$ cat config.mk
export PLATFORM = sky130hd
export DESIGN_NAME = mslice_top
export DESIGN_NICKNAME = d
export VERILOG_FILES = /design/src/rtl/mslice_pkg.sv /design/src/rtl/mslice_ext.sv /design/src/rtl/mslice_lane.sv /design/src/rtl/mslice_top.sv
export SDC_FILE = /design/constraint.sdc
export NUM_CORES = 2
export LEC_CHECK = 0
export ABC_AREA = 1
export BUFFER_PORTS_ARGS = -buffer_cell sky130_fd_sc_hd__buf_2
export CORE_MARGIN = 2
export CORE_UTILIZATION = 37
export DETAILED_ROUTE_END_ITERATION = 6
export HOLD_SLACK_MARGIN = 0.03
export PLACE_DENSITY = 0.63
export SLEW_MARGIN = 0
export SYNTH_ARGS = -nofsm -noshare
export SYNTH_HDL_FRONTEND = slang
export SYNTH_SLANG_ARGS = --single-unit
$ cat constraint.sdc
create_clock -name clk_i -period 15.7 [get_ports clk_i]
set_clock_uncertainty 0.2 [all_clocks]
set_input_delay 3.925 -clock clk_i [delete_from_list [all_inputs] [get_ports clk_i]]
set_output_delay 3.925 -clock clk_i [all_outputs]
set_load 0.05 [all_outputs]
$ cat src/rtl/mslice_pkg.sv
package mslice_pkg;
  localparam int NAT_W  = 18;
  localparam int PROD_W = 2 * NAT_W;
  localparam int FB_LSB = PROD_W - NAT_W;

  typedef logic [NAT_W-1:0]  opnd_t;
  typedef logic [PROD_W-1:0] prod_t;
endpackage

$ cat src/rtl/mslice_ext.sv
module mslice_ext
  import mslice_pkg::*;
#(
  parameter int DATA_W = 16
) (
  input  logic [DATA_W-1:0] d_i,
  input  logic              sgn_i,
  output opnd_t             q_o
);
  localparam int PAD_W = NAT_W - DATA_W;

  generate
    if (PAD_W > 0) begin : g_pad
      assign q_o = {{PAD_W{sgn_i & d_i[DATA_W-1]}}, d_i};
    end else begin : g_full
      assign q_o = d_i;
    end
  endgenerate

  initial begin
    a_r4_width_fits: assert (DATA_W <= NAT_W && DATA_W > 0);
  end
endmodule

$ cat src/rtl/mslice_lane.sv
module mslice_lane
  import mslice_pkg::*;
#(
  parameter bit CHAIN_A = 1'b0,
  parameter bit LOOP_B  = 1'b0
) (
  input  logic  clk_i,
  input  logic  rst_ni,
  input  logic  en_i,
  input  logic  clr_i,
  input  opnd_t a_par_i,
  input  logic  a_par_sgn_i,
  input  opnd_t a_chain_i,
  input  logic  a_chain_sgn_i,
  input  opnd_t b_par_i,
  input  logic  b_par_sgn_i,
  input  logic  lb_sel_i,
  output opnd_t a_q_o,
  output logic  a_sgn_o,
  output prod_t p_o
);
  opnd_t a_q, b_q, a_d, b_d;
  logic  a_sgn_q, b_sgn_q, p_sgn_q, a_sgn_d, b_sgn_d;
  prod_t p_q;
  logic signed [NAT_W:0]    a_x, b_x;
  logic signed [PROD_W-1:0] prod;
  logic use_fb;

  assign use_fb = LOOP_B && lb_sel_i;

  always_comb begin
    a_d     = CHAIN_A ? a_chain_i     : a_par_i;
    a_sgn_d = CHAIN_A ? a_chain_sgn_i : a_par_sgn_i;
    b_d     = use_fb  ? p_q[PROD_W-1:FB_LSB] : b_par_i;
    b_sgn_d = use_fb  ? p_sgn_q : b_par_sgn_i;
  end

  // one extra bit makes every sign mix a signed multiply
  assign a_x  = {a_sgn_q & a_q[NAT_W-1], a_q};
  assign b_x  = {b_sgn_q & b_q[NAT_W-1], b_q};
  assign prod = PROD_W'(a_x) * PROD_W'(b_x);

  always_ff @(posedge clk_i or negedge rst_ni) begin
    if (!rst_ni) begin
      a_q <= '0; b_q <= '0; a_sgn_q <= 1'b0; b_sgn_q <= 1'b0;
      p_q <= '0; p_sgn_q <= 1'b0;
    end else if (clr_i) begin
      a_q <= '0; b_q <= '0; a_sgn_q <= 1'b0; b_sgn_q <= 1'b0;
      p_q <= '0; p_sgn_q <= 1'b0;
    end else if (en_i) begin
      a_q     <= a_d;
      b_q     <= b_d;
      a_sgn_q <= a_sgn_d;
      b_sgn_q <= b_sgn_d;
      p_q     <= prod_t'(prod);
      p_sgn_q <= a_sgn_q | b_sgn_q;
    end
  end

  assign a_q_o   = a_q;
  assign a_sgn_o = a_sgn_q;
  assign p_o     = p_q;

  a_r8_hold: assert property (@(posedge clk_i) disable iff (!rst_ni)
    (!en_i && !clr_i) |=> ($stable(p_q) && $stable(a_q) && $stable(b_q)));

  a_r9_clear: assert property (@(posedge clk_i) disable iff (!rst_ni)
    clr_i |=> (p_q == '0 && a_q == '0 && b_q == '0));

  generate
    if (CHAIN_A) begin : g_chain_chk
      a_r6_chain_shift: assert property (@(posedge clk_i) disable iff (!rst_ni)
        (en_i && !clr_i) |=> (a_q == $past(a_chain_i) && a_sgn_q == $past(a_chain_sgn_i)));
    end
    if (LOOP_B) begin : g_loop_chk
      a_r7_loop_feed: assert property (@(posedge clk_i) disable iff (!rst_ni)
        (en_i && !clr_i && lb_sel_i) |=> (b_q == $past(p_q[PROD_W-1:FB_LSB])));
    end
  endgenerate
endmodule

$ cat src/rtl/mslice_top.sv
module mslice_top
  import mslice_pkg::*;
#(
  parameter int                 N_MULT     = 4,
  parameter int                 DATA_W     = 16,
  parameter logic [N_MULT-1:0]  CHAIN_MASK = 4'b1110,
  parameter logic [1:0]         LOOP_MASK  = 2'b10
) (
  input  logic                     clk_i,
  input  logic                     rst_ni,
  input  logic                     en_i,
  input  logic                     clr_i,
  input  logic                     signa_i,
  input  logic                     signb_i,
  input  logic [N_MULT/2-1:0]      lb_sel_i,
  input  logic [N_MULT*DATA_W-1:0] a_i,
  input  logic [N_MULT*DATA_W-1:0] b_i,
  output logic [N_MULT*PROD_W-1:0] p_o
);
  localparam int N_HALF = 2;
  localparam int HALF_W = N_MULT / N_HALF;

  opnd_t a_ext [N_MULT];
  opnd_t b_ext [N_MULT];
  opnd_t chain_q [N_MULT+1];
  logic  chain_sgn [N_MULT+1];

  assign chain_q[0]   = a_ext[0];
  assign chain_sgn[0] = signa_i;

  generate
    for (genvar i = 0; i < N_MULT; i++) begin : g_lane
      localparam int  HALF_IX = i / HALF_W;
      localparam bit  FIRST   = (i % HALF_W) == 0;
      localparam bit  HAS_FB  = FIRST && LOOP_MASK[HALF_IX];
      localparam bit  HAS_CH  = (i > 0) && CHAIN_MASK[i];

      mslice_ext #(.DATA_W(DATA_W)) u_ext_a (
        .d_i(a_i[DATA_W*i +: DATA_W]), .sgn_i(signa_i), .q_o(a_ext[i]));
      mslice_ext #(.DATA_W(DATA_W)) u_ext_b (
        .d_i(b_i[DATA_W*i +: DATA_W]), .sgn_i(signb_i), .q_o(b_ext[i]));

      mslice_lane #(.CHAIN_A(HAS_CH), .LOOP_B(HAS_FB)) u_lane (
        .clk_i         (clk_i),
        .rst_ni        (rst_ni),
        .en_i          (en_i),
        .clr_i         (clr_i),
        .a_par_i       (a_ext[i]),
        .a_par_sgn_i   (signa_i),
        .a_chain_i     (chain_q[i]),
        .a_chain_sgn_i (chain_sgn[i]),
        .b_par_i       (b_ext[i]),
        .b_par_sgn_i   (signb_i),
        .lb_sel_i      (lb_sel_i[HALF_IX]),
        .a_q_o         (chain_q[i+1]),
        .a_sgn_o       (chain_sgn[i+1]),
        .p_o           (p_o[PROD_W*i +: PROD_W])
      );
    end
  endgenerate

  a_r9_chain_tail_clear: assert property (@(posedge clk_i) disable iff (!rst_ni)
    clr_i |=> (chain_q[N_MULT] == '0 && !chain_sgn[N_MULT]));

  initial begin
    a_r7_half_split: assert (N_MULT % N_HALF == 0 && N_MULT >= N_HALF);
  end
endmodule

==> key figures <==
Routing
  • Average wire per standard cell: 18.2 um
  • DR vias: 50300
  • Number of remaining DRC errors: 0
  • Number of DRC markers in iteration 0: 3219
  • Final wirelength: 190000 um
  • Antenna viol nets, final: 0
  • Router iterations before antenna repair: 5
  • Drt via density: 4.83

Synth
  • Yosys reg bits: 288
  • Syn_area_per_cell: 8.06 sq um
  • Commonest register cell after synthesis: dfrtp_1
  • Area fraction in and, or, nand and nor cells after synthesis: 16.3%
  • Synth Cell Area: 65100 sq um
  • Synth Area in XOR/XNOR: 0.511%
  • Distinct cells, synth: 47
  • Post-synth EDFFs: 0
  • Adder-cell share of the synthesized area: 51.9%
  • Post-Syn Instances: 8081
  • Synth Net Count: 10100
  • Warnings from Yosys: 0
  • Largest family of logic cells by synthesized area: adder cells
  • Mux cell area share after synthesis: 0%
  • Seq/Total Area, Yosys: 11.1%
  • Post-synth ARST share: 100%
  • Synth Area in Compound Gates: 4.71%

Cells and area
  • Share of cells above drive strength 1: 5.19%
  • Fin nets: 10100
  • Area growth from synthesis to layout: 6.98%
  • Final core utilization: 39.9%
  • Commonest cells after routing, fill and taps aside: inv_1 (2333), nand2_1 (2075), fa_1 (1416)
  • Commonest non-fill, non-tap cell in the layout: inv_1
  • Ant. Diodes: 0
  • Post-route cell area: 69600 sq um

Floorplan
  • I/O pin total: 280
  • Die Span Y: 423 um
  • Core ar.: 174000 sq um
  • Die width: 423 um
  • Initial core utilization: 37.3%
  • FP Rows: 153
  • Die area: 179000 sq um

Placed design
  • DP Area: 68400 sq um
  • Dpl ws: 8.02 ns
  • Detail Placement HPWL: 156000 um
  • # port buffers: 230
  • Final GP Congestion: 0.911

Global routing
  • GR Util All Layers: 21.9%
  • Number of global-route vias before repair: 54900
  • Global-route wire length before repair: 308000 um
  • Largest net degree at the start of global routing: 72
  • Antenna violations before repair: 3
  • Global route total overflow: 0

Timing
  • Setup violations, final: 0
  • RSZ-0062 raised after global routing: false
  • Tightest Pin Transition: 1.12 ns
  • Final setup TNS: 0 ns
  • Crit share post-route: 48.9%
  • Final Hold Fails: 0
  • Relative max-transition margin: 24.3%
  • Setup ws final: 8.02 ns
  • Post-route minimum period: 7.68 ns
  • Final Max Slew Viols: 0
  • Max Fclk: 0.130 GHz

Worst setup path
  • Critical Path Max Stage Delay: 0.75 ns
  • Critical path depth in cells: 24
  • Slowest cell on the critical path: fa_1
  • Buffer and inverter count on the worst path: 4
  • Critical path cell sequence: buf_4 > nand2_1 > inv_1 > nand2_1 > fa_1 > fa_1 > fa_1 > inv_1 > fa_1 > fa_1 > fa_1 > ha_1 > ha_1 > nand2_1 > inv_1 > nand2_1 > and2_1 > nand2_1 > nand2_1 > nand2_1 > a21oi_1 > nand3_1 > nand3_1 > nand2_1
  • Most frequent CP cell: nand2_1
  • CP top delay family: adder cells
  • R2r worst-path depth: 24
  • CP Data Arrival Time: 8.00 ns
  • Setup crit end kind: flop
  • WS Path Type: flop to flop
  • CP Launch Type: flop
  • Critical Path Fanout Max: 19
  • Data required, critical path: 16.02 ns

Power
  • VDD IR-drop max: 0.0000676 V
  • Cell Pwr Density: 34.3 nW/um^2
  • Leakage: 41.8 nW
  • Final Total Pwr: 2.39 mW

CTS
  • TritonCTS Buffers: 39
  • CTS H-tree lvls: 2
  • Post-CTS setup buffers: 0
  • Post-CTS sizing: 0
  • CTS Buffer Depth: 3
  • Hold-fix buffers at CTS: 0
  • CTS tree: built
  • Clk slew on worst S/H paths: 0.06 ns
  • Worst skew pair latency: 0.65 ns
  • CTS root buf: clkbuf_16
  • Clock sink count: 288

Min path
  • Hold Crit Depth: 2
  • Worst min path class: flop to flop

Status
  • Outcome: completed

Job
  • Max_cap viols: 0
-- cell families after synthesis --
| kind of cell | after synthesis |
|---|---|
| simple gates | 2676 |
| fa+ha+maj | 1849 |
| compound gates | 537 |
| buf+inv | 2693 |
| xor+xnor | 38 |
| flops | 288 |
-- cell type report --
type | count | area, sq um
inverter | 2346 | 8810
timing repair buffer | 297 | 1660
tap | 2325 | 2910
multi-input combinational | 5100 | 47800
clock inverter | 17 | 158
fill | 17700 | 105000
sequential | 288 | 7210
clock buffer | 52 | 1120
-- where the power goes --
part	total, mW	leakage [nW]	switching [mW]	internal [mW]
logic	0.588	37.2	0.408	0.180
clock network	0.948	0.623	0.427	0.521
registers	0.851	3.95	0.0821	0.769
total	2.39	41.8	0.917	1.47
-- worst register-to-register path, cell delays in order, from the launching register on --
cell and delay [ns]:
dfrtp_1 0.33, buf_4 0.26, nand2_1 0.45, inv_1 0.43, nand2_1 0.17, fa_1 0.69
fa_1 0.51, fa_1 0.75, inv_1 0.29, fa_1 0.53, fa_1 0.56, fa_1 0.41
ha_1 0.29, ha_1 0.37, nand2_1 0.12, inv_1 0.07, nand2_1 0.06, and2_1 0.14
nand2_1 0.09, nand2_1 0.07, nand2_1 0.05, a21oi_1 0.36, nand3_1 0.13, nand3_1 0.15
nand2_1 0.07
-- state kept, by name, summed over array words and instances, names as in the netlist --
name	cells
g_lane.u_lane.b_sgn_q	2
g_lane.u_lane.p_sgn_q	1
g_lane.u_lane.p_o	144
g_lane.u_lane.b_q	69
g_lane.u_lane.a_sgn_o	4
g_lane.u_lane.a_q_o	68
-- cell usage after synthesis (28+ instances only) --
master / number / share of area (%)
inv_1: 2335 / 13
nand2_1: 2075 / 12
fa_1: 1416 / 44
ha_1: 433 / 8.3
nor2_1: 316 / 1.8
dfrtp_1: 288 / 11
clkbuf_1: 279 / 1.6
o21ai_0: 179 / 1.4
nand3_1: 164 / 1.3
a21oi_1: 160 / 1.2
buf_1: 52 / 0.30
o21ai_1: 48 / 0.37
o22ai_1: 44 / 0.42
a22o_1: 35 / 0.47
nand4_1: 28 / 0.27
-- per-stage QoR --
step                cells  hold slack (ns)
floorplan            8081            0.244
global placement    10400            0.260
detailed placement  10400            0.262
CTS                 10400            0.280
global route        10400            0.296
finish              10400            0.274
-- metal layers --
metal	share of wire (%)	routed length, um	global-route usage, %	up-vias
met4	6.6	12500	11.9	0
met3	5.1	9670	2.33	364
met1	39	74500	27.2	25500
li1	-	-	-	23000
met5	0	0	0	-
met2	49	93300	37.6	1414
-- worst paths after layout --
kind                                                  from                       end  slack (ns)
max in group asynchronous                           rst_ni   g_lane[3].u_lane.b_q[3]       10.21
worst max-delay path            g_lane[1].u_lane.a_q_o[16]  g_lane[1].u_lane.p_o[35]        8.02
worst max register to register  g_lane[1].u_lane.a_q_o[16]  g_lane[1].u_lane.p_o[35]        8.02
worst min register to register    g_lane[3].u_lane.p_o[19]  g_lane[3].u_lane.p_o[19]        0.27
min in group asynchronous                           rst_ni  g_lane[1].u_lane.p_o[25]        3.02
worst min-delay path              g_lane[3].u_lane.p_o[19]  g_lane[3].u_lane.p_o[19]        0.27
Note: power is estimated with default switching activity, not from simulation.
